<file path="src/rtl/adc_rd_pkg.sv">
package adc_rd_pkg;

  typedef enum logic [2:0] {
    ST_IDLE,
    ST_CONV,
    ST_WAIT_LO,
    ST_WAIT_HI,
    ST_RD_HI,
    ST_RD_LO,
    ST_REL
  } rd_state_e;

  // ceil(ns * hz / 1e9), never below one cycle
  function automatic int unsigned ns_to_cyc(longint unsigned ns, longint unsigned hz);
    longint unsigned c;
    c = (ns * hz + 64'd999_999_999) / 64'd1_000_000_000;
    return (c == 0) ? 1 : int'(c);
  endfunction

endpackage

</file>
<file path="src/rtl/adc_rd_sync.sv">
module adc_rd_sync #(
  parameter int STAGES = 2
) (
  input  logic clk_i,
  input  logic rst_ni,
  input  logic d_i,
  output logic q_o
);
  logic [STAGES-1:0] sh_q;

  // reset high: converter idles with busy high
  always_ff @(posedge clk_i or negedge rst_ni) begin
    if (!rst_ni) sh_q <= '1;
    else         sh_q <= {sh_q[STAGES-2:0], d_i};
  end

  assign q_o = sh_q[STAGES-1];
endmodule

</file>
<file path="src/rtl/adc_rd_timer.sv">
module adc_rd_timer #(
  parameter int W = 4
) (
  input  logic         clk_i,
  input  logic         rst_ni,
  input  logic         load_i,
  input  logic [W-1:0] val_i,
  output logic         done_o
);
  logic [W-1:0] cnt_q;

  always_ff @(posedge clk_i or negedge rst_ni) begin
    if (!rst_ni)           cnt_q <= '0;
    else if (load_i)       cnt_q <= val_i;
    else if (cnt_q != '0)  cnt_q <= cnt_q - 1'b1;
  end

  assign done_o = (cnt_q == '0);

  p_timer_rest_r4: assert property (@(posedge clk_i) disable iff (!rst_ni)
    (!load_i && cnt_q == '0) |=> (cnt_q == '0));

  p_timer_step_r4: assert property (@(posedge clk_i) disable iff (!rst_ni)
    (!load_i && cnt_q != '0) |=> (cnt_q == $past(cnt_q) - 1'b1));
endmodule

</file>
<file path="src/rtl/adc_rd_pacer.sv">
module adc_rd_pacer #(
  parameter int PER_CYC = 1250
) (
  input  logic clk_i,
  input  logic rst_ni,
  input  logic launch_i,
  output logic ready_o
);
  localparam int PW = (PER_CYC > 1) ? $clog2(PER_CYC) : 1;
  localparam logic [PW-1:0] TOP = PW'(PER_CYC - 1);

  logic [PW-1:0] cnt_q;

  always_ff @(posedge clk_i or negedge rst_ni) begin
    if (!rst_ni)            cnt_q <= TOP;
    else if (launch_i)      cnt_q <= '0;
    else if (cnt_q != TOP)  cnt_q <= cnt_q + 1'b1;
  end

  assign ready_o = (cnt_q == TOP);

  p_launch_ready_r8: assert property (@(posedge clk_i) disable iff (!rst_ni)
    launch_i |-> ready_o);

  p_launch_restart_r8: assert property (@(posedge clk_i) disable iff (!rst_ni)
    launch_i |=> (cnt_q == '0));
endmodule

</file>
<file path="src/rtl/adc_byte_reader.sv">
module adc_byte_reader #(
  parameter int unsigned CLK_HZ     = 50_000_000,
  parameter int unsigned CONV_NS    = 40,
  parameter int unsigned ACCESS_NS  = 83,
  parameter int unsigned RELEASE_NS = 83,
  parameter int unsigned PERIOD_NS  = 25_000,
  parameter int          BYTE_W     = 8,
  parameter int          SYNC_STG   = 2
) (
  input  logic                clk_i,
  input  logic                rst_ni,
  input  logic                start_i,
  input  logic                free_run_i,
  input  logic                busy_i,
  input  logic [BYTE_W-1:0]   data_i,
  output logic                rd_conv_o,
  output logic                cs_no,
  output logic                byte_sel_o,
  output logic [2*BYTE_W-1:0] word_o,
  output logic                word_valid_o
);
  import adc_rd_pkg::*;

  localparam int CONV_CYC = int'(ns_to_cyc(CONV_NS, CLK_HZ));
  localparam int ACC_CYC  = int'(ns_to_cyc(ACCESS_NS, CLK_HZ));
  localparam int REL_CYC  = int'(ns_to_cyc(RELEASE_NS, CLK_HZ));
  localparam int PER_CYC  = int'(ns_to_cyc(PERIOD_NS, CLK_HZ));
  localparam int MAX_A    = (CONV_CYC > ACC_CYC) ? CONV_CYC : ACC_CYC;
  localparam int MAX_CYC  = (MAX_A > REL_CYC) ? MAX_A : REL_CYC;
  localparam int TW       = $clog2(MAX_CYC + 1);

  rd_state_e state_q, state_d;
  logic busy_s, pace_ready, launch, req_q;
  logic tmr_load, tmr_done;
  logic [TW-1:0] tmr_val;
  logic rc_d, cs_d, sel_d;
  logic [BYTE_W-1:0] hi_q;

  adc_rd_sync #(.STAGES(SYNC_STG)) u_sync (
    .clk_i (clk_i),
    .rst_ni(rst_ni),
    .d_i   (busy_i),
    .q_o   (busy_s)
  );

  adc_rd_pacer #(.PER_CYC(PER_CYC)) u_pacer (
    .clk_i   (clk_i),
    .rst_ni  (rst_ni),
    .launch_i(launch),
    .ready_o (pace_ready)
  );

  adc_rd_timer #(.W(TW)) u_timer (
    .clk_i (clk_i),
    .rst_ni(rst_ni),
    .load_i(tmr_load),
    .val_i (tmr_val),
    .done_o(tmr_done)
  );

  assign launch = (state_q == ST_IDLE) && pace_ready && (req_q || start_i || free_run_i);

  always_comb begin
    state_d = state_q;
    unique case (state_q)
      ST_IDLE:    if (launch)   state_d = ST_CONV;
      ST_CONV:    if (tmr_done) state_d = ST_WAIT_LO;
      ST_WAIT_LO: if (!busy_s)  state_d = ST_WAIT_HI;
      ST_WAIT_HI: if (busy_s)   state_d = ST_RD_HI;
      ST_RD_HI:   if (tmr_done) state_d = ST_RD_LO;
      ST_RD_LO:   if (tmr_done) state_d = ST_REL;
      ST_REL:     if (tmr_done) state_d = ST_IDLE;
      default:                  state_d = ST_IDLE;
    endcase
  end

  // timer reloads on entry to every timed state (byte change counts as entry)
  always_comb begin
    tmr_load = 1'b0;
    tmr_val  = '0;
    if (state_d != state_q) begin
      unique case (state_d)
        ST_CONV:  begin tmr_load = 1'b1; tmr_val = TW'(CONV_CYC - 1); end
        ST_RD_HI,
        ST_RD_LO: begin tmr_load = 1'b1; tmr_val = TW'(ACC_CYC - 1);  end
        ST_REL:   begin tmr_load = 1'b1; tmr_val = TW'(REL_CYC - 1);  end
        default:  ;
      endcase
    end
  end

  // pin levels decoded from next state so they switch with the state register
  always_comb begin
    rc_d  = 1'b1;
    cs_d  = 1'b1;
    sel_d = 1'b0;
    unique case (state_d)
      ST_CONV:  begin rc_d = 1'b0; cs_d = 1'b0; end
      ST_RD_HI: cs_d = 1'b0;
      ST_RD_LO: begin cs_d = 1'b0; sel_d = 1'b1; end
      default:  ;
    endcase
  end

  always_ff @(posedge clk_i or negedge rst_ni) begin
    if (!rst_ni) begin
      state_q    <= ST_IDLE;
      req_q      <= 1'b0;
      rd_conv_o  <= 1'b1;
      cs_no      <= 1'b1;
      byte_sel_o <= 1'b0;
    end else begin
      state_q    <= state_d;
      req_q      <= (req_q | start_i) & ~launch;
      rd_conv_o  <= rc_d;
      cs_no      <= cs_d;
      byte_sel_o <= sel_d;
    end
  end

  always_ff @(posedge clk_i or negedge rst_ni) begin
    if (!rst_ni) begin
      hi_q         <= '0;
      word_o       <= '0;
      word_valid_o <= 1'b0;
    end else begin
      word_valid_o <= 1'b0;
      if (state_q == ST_RD_HI && tmr_done) hi_q <= data_i;
      if (state_q == ST_RD_LO && tmr_done) begin
        word_o       <= {hi_q, data_i};
        word_valid_o <= 1'b1;
      end
    end
  end

  p_rc_needs_cs_r2: assert property (@(posedge clk_i) disable iff (!rst_ni)
    !rd_conv_o |-> !cs_no);

  p_sel_in_read_r3: assert property (@(posedge clk_i) disable iff (!rst_ni)
    byte_sel_o |-> (!cs_no && rd_conv_o));

  p_enable_after_busy_r5: assert property (@(posedge clk_i) disable iff (!rst_ni)
    ($fell(cs_no) && rd_conv_o) |-> busy_s);

  p_valid_single_r6: assert property (@(posedge clk_i) disable iff (!rst_ni)
    word_valid_o |=> !word_valid_o);

  p_valid_at_release_r6: assert property (@(posedge clk_i) disable iff (!rst_ni)
    word_valid_o |-> (cs_no && $past(!cs_no)));

  p_word_hold_r6: assert property (@(posedge clk_i) disable iff (!rst_ni)
    !word_valid_o |-> $stable(word_o));
endmodule

</file>
<file path="config.mk">
export PLATFORM = sky130hd
export DESIGN_NAME = adc_byte_reader
export DESIGN_NICKNAME = d
export VERILOG_FILES = /design/src/rtl/adc_rd_pkg.sv /design/src/rtl/adc_rd_sync.sv /design/src/rtl/adc_rd_timer.sv /design/src/rtl/adc_rd_pacer.sv /design/src/rtl/adc_byte_reader.sv
export SDC_FILE = /design/constraint.sdc
export NUM_CORES = 1
export LEC_CHECK = 0
export BUFFER_PORTS_ARGS = -buffer_cell sky130_fd_sc_hd__buf_2
export CORE_ASPECT_RATIO = 2
export CORE_UTILIZATION = 45
export CTS_CLUSTER_DIAMETER = 150
export DETAILED_ROUTE_END_ITERATION = 16
export PLACE_DENSITY = 0.64
export SETUP_SLACK_MARGIN = 0.2
export SYNTH_ARGS = -nofsm -noshare
export SYNTH_HDL_FRONTEND = slang
export SYNTH_SLANG_ARGS = --single-unit
</file>
<file path="constraint.sdc">
create_clock -name clk_i -period 2.05 [get_ports clk_i]
set_clock_uncertainty 0.15 [all_clocks]
set_input_delay 0.205 -clock clk_i [delete_from_list [all_inputs] [get_ports clk_i]]
set_output_delay 0.205 -clock clk_i [all_outputs]
set_load 0.02 [all_outputs]
</file>
# [Word level (Yosys, flattened, before mapping)]
# Index checks and enable logic that the tools add are counted.
# Widths: inputs -> output; s select.
[word_totals] ff_bits=48 latch_bits=0 ram_bits=0 rom_bits=0 in_bits=13 output_inout_bits=20 wordCells=63 n_memories=0
[op_classes] add_sub_neg=2 multipliers=0 div_mod_pow=0 n_lt_le_gt_ge=0 n_eq_ne=13 shifts=0 muxes=20 bitwise=3 reduce_logical=14
[ops] op="$mux 3" n=10
[ops] op="$mux 11" n=2
[ops] op="$pmux 3 s7" n=1
[ops] op="$eq 3x3->1 const B" n=6
[ops] op="$add 11x1->11 const B" n=1
[ops] op="$eq 11x11->1 const B" n=1
[ops] op="$ne 11x11->1 const B" n=1
[ops] op="$eq 3x1->1 const B" n=2
[ops] op="$eq 3x2->1 const B" n=2
[ops] op="$logic_not 3->1" n=2
[ops] op="$mux 1" n=6
[ops] op="$pmux 3 s2" n=1
[ops] op="$reduce_or 3->1" n=2
[ops] op="$logic_and 1x1->1" n=4
[ops] op="$reduce_bool 2->1" n=2
[ops] op="$reduce_or 4->1" n=1
[ops] op="$ne 3x3->1" n=1
[ops] op="$reduce_bool 3->1" n=1
[ops] op="$sub 3x1->3 const B" n=1
[ops] op="$logic_or 1x1->1" n=2
[ops] op="$and 1x1->1" n=1
[ops] op="$not 1->1" n=1
[ops] op="$or 1x1->1" n=1

# [Longest topological paths before layout]
[logic_depth] word_depth=10 depth_mapped=8 ltp_nobuf=7

# [Cells and area by module]
# A second synthesis with hierarchy kept.
[hier_totals] cells_unflattened=173 area_unflattened_um2=2222.1
[by_module_without_submodules] mod="adc_byte_reader" instances=1 cells_each=90 area_per_inst_um2=1370.1 seq_area_each_um2=803.3
[by_module_without_submodules] mod="adc_rd_pacer" instances=1 cells_each=60 area_per_inst_um2=598.1 seq_area_each_um2=281.5
[by_module_without_submodules] mod="adc_rd_timer" instances=1 cells_each=21 area_per_inst_um2=201.4 seq_area_each_um2=75.1
[by_module_without_submodules] mod="adc_rd_sync" instances=1 cells_each=2 area_per_inst_um2=52.6 seq_area_each_um2=52.6

# [Worst setup path before layout]
# Ideal clock, no wire load.
[synth_timing] kind="reg2reg" from="reg u_timer.cnt_q[0]" to="reg word_o[10]" setup_ns=0.128 arrival_time_ns=1.426 t_required_ns=1.772 setup_slack_ns=0.347 path_stages_with_launch=7 path_buffers=1 synth_period_minus_slack_ns=1.703 path_cell_list="dfrtp_1 -> inv_1 -> ha_1 -> ha_1 -> nand3_2 -> buf_4 -> mux2_1"
[synth_via] elab_chain_cells=2
[synth_lines] item="from (decl)" line_no="adc_rd_timer.sv:10" source="logic [W-1:0] cnt_q;"
[synth_lines] item="from (signal assigned)" line_no="adc_rd_timer.sv:14" source="else if (load_i) cnt_q <= val_i;"
[synth_lines] item="from (signal assigned)" line_no="adc_rd_timer.sv:15" source="else if (cnt_q != '0) cnt_q <= cnt_q - 1'b1;"
[synth_lines] item="$logic_not 3->1" line_no="adc_rd_timer.sv:18" source="assign done_o = (cnt_q == '0);"
[synth_lines] item="$logic_and 1x1->1" line_no="adc_byte_reader.sv:129" source="if (state_q == ST_RD_LO && tmr_done) begin"
[synth_lines] item="to (signal assigned)" line_no="adc_byte_reader.sv:130" source="word_o <= {hi_q, data_i};"
[synth_lines] item="to (decl)" line_no="adc_byte_reader.sv:19" source="output logic [2*BYTE_W-1:0] word_o,"
# Every way passes these cells.
# A chain may end at the register's enable or synchronous reset.

# [Final worst setup path]
[layout_timing] from="reg u_pacer.cnt_q[0]" to="reg u_timer.cnt_q[1]"
[layout_via] elab_chain_cells=10 elab_cells_between_ends=16 classes_between="6 x eq/ne; 6 x mux; 4 x reduce/logical"
[layout_lines] item="from (decl)" line_no="adc_rd_pacer.sv:12" source="logic [PW-1:0] cnt_q;"
[layout_lines] item="from (signal assigned)" line_no="adc_rd_pacer.sv:17" source="else if (cnt_q != TOP) cnt_q <= cnt_q + 1'b1;"
[layout_lines] item="$eq 11x11->1 (*)" line_no="adc_rd_pacer.sv:20" source="assign ready_o = (cnt_q == TOP);"
[layout_lines] item="$logic_and 1x1->1 (*) (2 in series)" line_no="adc_byte_reader.sv:61" source="assign launch = (state_q == ST_IDLE) && pace_ready && (req_q || start_i || free_run_i);"
[layout_lines] item="$mux 3 (*)" line_no="adc_byte_reader.sv:66" source="ST_IDLE: if (launch) state_d = ST_CONV;"
[layout_lines] item="$pmux 3 s7 (*)" line_no="adc_byte_reader.sv:65" source="unique case (state_q)"
[layout_lines] item="$eq 3x3->1 or $eq 3x1->1 (tied branches)" line_no="adc_byte_reader.sv:82" source="unique case (state_d)"
[layout_lines] item="$reduce_or 4->1 (no source line)"
[layout_lines] item="$mux 1" line_no="adc_byte_reader.sv:82"
[layout_lines] item="$mux 1" line_no="adc_byte_reader.sv:81" source="if (state_d != state_q) begin"
[layout_lines] item="$mux 3 or $reduce_bool 2->1 (tied branches)"
# Mark *: on every way between the ends. The rest lies on a longest branch, timed or not.

==> metrics.csv <==
stage,metric,value,unit
run_status,outcome,"finished, final reports clean",
floorplan,Die Y,97.8,um
global_routing,largest net degree at the start of global routing,21,
routing,drt wl/cell,14.8,um
routing,DR vias/cell,5.28,
power,leakage power,1.21,nW
finish,Nets,232,
clocking,CTS tree,yes,
global_routing,first-pass GRT wire length,6920,um
power,clock power share,0.162,
global_routing,initial antenna violation count,0,
synth,Netlist Area Pre-Place,0.00207,mm2
finish,area of the multi-input gates,838,um2
synth,Yosys cell types,39,
placement,RePlAce Congestion,0.755,
timing,Worst slew margin,0.749,
synth,largest family of logic cells by synthesized area,simple AND/OR/NAND/NOR gates,
synth,Synth Area in Simple Gates,0.137,
synth,Post-Syn Area per Cell,12.3,um2
clocking,clock sink total,48,
finish,P&R area growth vs syn,22.7,%
finish,fraction of layout cells with a size suffix above 1,0.352,
placement,PortBufs,32,
synth,Post-Synth Adder-Cell Area,0.0242,
timing,RSZ-0062 raised after global routing,true,
placement,dpl cell area,0.00230,mm2
finish,ANT cells,0,
routing,initial DRC count,17,
finish,FF/Latch Area,0.00121,mm2
power,Total Power,3.54,mW
finish,Non-Filler Instances,270,
placement,placed insts,253,
clocking,CTS buffer count,5,
global_routing,vias in the first global route,1518,
placement,Setup Slack @ Placement,0.164,ns
power,internal power,2.26,mW
power,Comb power frac,0.372,
timing,Tcrit/Tclk final,0.862,
timing,setup ws final,0.283,ns
clocking,H-Tree Depth,2,
run,Max-cap violations,0,
synth,"FF+latch count, synth",48,
finish,FILL cells,374,
synth,Syn Nets,185,
power,register share of total power,0.466,
floorplan,Die X-Extent,49.9,um
timing,final hold violations,0,
power,maximum vdd drop,1.11,mV
setup_path,WS Path Type,reg -> reg,
timing,hold slack,0.0118,ns
floorplan,die area,0.00488,mm2
global_routing,All-Layer GR Usage,0.186,
timing,setup TNS,0,ns
global_routing,total grt overflow,0,
setup_path,type of origin of the critical path,register,
synth,Compound-Gate Fraction of Synth Area,0.0642,
floorplan,FP Rows,34,
floorplan,initial core utilization,0.471,
timing,FMAX,0.566,GHz
power,power density cells,1400,mW/mm2
routing,"antenna viol nets, final",0,
synth,Ys Warns,0,
routing,drt pass-1 iters,4,
routing,Post-route DRC,0,
setup_path,CP required,2.09,ns
clocking,clk buf depth,2,
clocking,Skew-Pair Late Insertion Delay,0.29,ns
power,Switching Share,0.362,
timing,Slew @ Worst Pin,0.374,ns
timing,min Tclk post-route,1.77,ns
floorplan,io pins,33,
finish,final instance area,0.00253,mm2
power,Psw,1.28,mW
finish,"Core Util, Final",0.579,
synth,register area share after synthesis,0.587,
clocking,Clock Tree Root,clkbuf_8,
setup_path,CP max FO,6,
timing,Final setup viols,0,
min_path,worst hold-check path type,in -> reg,
placement,hpwl dp,2980,um
clocking,Worst-path clk slew,0.09,ns
routing,WL final,3990,um
timing,Max Slew Vio Count,0,
setup_path,critical path capture point type,register,
floorplan,CORE AREA,0.00438,mm2
synth,Mapped Cells,168,
setup_path,WP data arrival,1.80,ns
routing,vias after detailed routing,1426,
synth,post-synthesis mux area share,0.131,
synth,xor-xnor portion of the synthesized cell area,0.0297,
critical path, stage by stage (launching register included):
cell and delay [ns]:
dfstp_2 0.58, ha_1 0.15, and4bb_1 0.21, and3_2 0.23, a21boi_0 0.10, o211a_1 0.24
timing repair:
item,in CTS,in global routing
buffers inserted,0,2
hold buffers,6,1
pin swaps,1,1
resized for setup,3,6
gates cloned,0,0
setup endpoints to repair,8,13
hold endpoints to repair,20,1
cells in the final DEF (no fill, tap or decap), drive strengths merged:
| cell type | Yosys | final |
|---|---|---|
| a21boi | 1 | 1 |
| a21oi | 7 | 7 |
| a31o | 1 | 1 |
| and2 | 2 | 2 |
| and2b | 1 | 1 |
| and3 | 2 | 2 |
| and3b | 1 | 1 |
| and4 | 1 | 1 |
| and4bb | 1 | 1 |
| buf | 4 | 38 |
| clkbuf | 1 | 7 |
| clkinvlp | 0 | 1 |
| dfrtp | 39 | 39 |
| dfstp | 9 | 9 |
| dlygate4sd3 | 0 | 7 |
| ha | 4 | 4 |
| inv | 6 | 6 |
| mux2 | 24 | 24 |
| nand2 | 10 | 10 |
| nand2b | 6 | 6 |
| nand3 | 6 | 6 |
| nand4 | 2 | 2 |
| nor2 | 12 | 12 |
| nor2b | 1 | 1 |
| nor3 | 4 | 4 |
| nor4 | 1 | 1 |
| o211a | 1 | 1 |
| o211ai | 1 | 1 |
| o21a | 1 | 1 |
| o21ai | 10 | 10 |
| o22ai | 1 | 1 |
| or4 | 1 | 1 |
| xnor2 | 5 | 5 |
| xor2 | 2 | 2 |
worst paths after layout:
path / startpoint / endpoint / slack, ns / cells after the start
max: u_pacer.cnt_q[0]$_DFFE_PN1P_ / u_timer.cnt_q[1]$_DFFE_PN0P_ / 0.28 / 5
min: data_i[5] / hi_q[5]$_DFFE_PN0P_ / 0.01 / 2
max reg2reg: u_pacer.cnt_q[0]$_DFFE_PN1P_ / u_timer.cnt_q[1]$_DFFE_PN0P_ / 0.28 / 5
min reg2reg: u_sync.sh_q[0]$_DFF_PN1_ / u_sync.sh_q[1]$_DFF_PN1_ / 0.21 / 0
max in group asynchronous: rst_ni / rd_conv_o$_DFF_PN1_ / 0.89 / 3
min in group asynchronous: rst_ni / u_pacer.cnt_q[9]$_DFFE_PN0P_ / 0.21 / 2
layer usage:
| layer | vias to the layer above | routed length, um | part of all wire | GRT usage |
|---|---|---|---|---|
| li1 | 674 | - | - | - |
| met1 | 708 | 1550 | 0.39 | 0.194 |
| met2 | 33 | 2190 | 0.55 | 0.339 |
| met3 | 11 | 131 | 0.033 | 0.0452 |
| met4 | 0 | 121 | 0.030 | 0.0813 |
| met5 | - | 0 | 0 | 0 |
state kept, by name, summed over array words and instances (netlist names):
name           count
u_timer.cnt_q      3
cs_no              1
u_sync.sh_q        2
state_q            3
word_o            16
req_q              1
rd_conv_o          1
hi_q               8
u_pacer.cnt_q     11
byte_sel_o         1
word_valid_o       1
synth_stat cells:
| cell | number | area [um2] |
|---|---|---|
| mux2_2 | 14 | 158 |
| a31o_1 | 1 | 8.76 |
| and3b_1 | 1 | 8.76 |
| a21boi_0 | 1 | 7.51 |
| o21ai_1 | 2 | 10.0 |
| xor2_1 | 2 | 17.5 |
| inv_1 | 6 | 22.5 |
| nor2_4 | 1 | 11.3 |
| mux2_1 | 10 | 113 |
| dfrtp_1 | 39 | 976 |
| o21ai_0 | 8 | 40.0 |
| nor2_1 | 10 | 37.5 |
| dfstp_2 | 9 | 236 |
| o22ai_1 | 1 | 6.26 |
| ha_1 | 4 | 50.1 |
| nor2_2 | 1 | 6.26 |
| nor2b_1 | 1 | 6.26 |
| a21oi_1 | 7 | 35.0 |
| nor4_1 | 1 | 6.26 |
| or4_4 | 1 | 11.3 |
| and3_1 | 2 | 12.5 |
| buf_4 | 1 | 7.51 |
| o211a_1 | 1 | 10.0 |
| and2b_1 | 1 | 7.51 |
| xnor2_1 | 5 | 43.8 |
| buf_2 | 2 | 10.0 |
| nand2b_1 | 6 | 37.5 |
| nand3_2 | 1 | 10.0 |
| and4bb_1 | 1 | 12.5 |
| o21a_1 | 1 | 7.51 |
| nand4_1 | 2 | 12.5 |
| nand3_1 | 5 | 25.0 |
| and2_1 | 2 | 12.5 |
| buf_6 | 1 | 11.3 |
| nor3_1 | 4 | 20.0 |
| and4_1 | 1 | 8.76 |
| nand2_1 | 10 | 37.5 |
| o211ai_1 | 1 | 7.51 |
| clkbuf_1 | 1 | 3.75 |
power by group through the flow:
stage / Combinational, mW / Clock [mW] / Sequential [mW]
6_report: 1.32 / 0.573 / 1.65
5_1_grt: 1.44 / 0.628 / 1.71
4_1_cts: 1.27 / 0.591 / 1.65
3_5_place_dp: 1.22 / 0 / 1.67
3_3_place_gp: 1.18 / 0 / 1.64
2_1_floorplan: 0.728 / 0 / 1.79
kinds of logic after synthesis:
| group | after synthesis |
|---|---|
| AND/OR/NAND/NOR | 51 |
| flip-flops | 48 |
| adder cells (fa/ha/maj) | 4 |
| XOR/XNOR | 7 |
| buffers and inverters | 11 |
| AO/OA/AOI/OAI | 23 |
| multiplexers | 24 |
cell type report:
cell class / count / area share
clock buffer: 7 / 0.0341
clock inverter: 1 / 0.00296
inverter: 6 / 0.00888
multi-input combinational: 109 / 0.331
sequential: 48 / 0.478
tap: 54 / 0.0267
timing repair buffer: 45 / 0.118
Note: power is estimated with default switching activity, not from simulation.
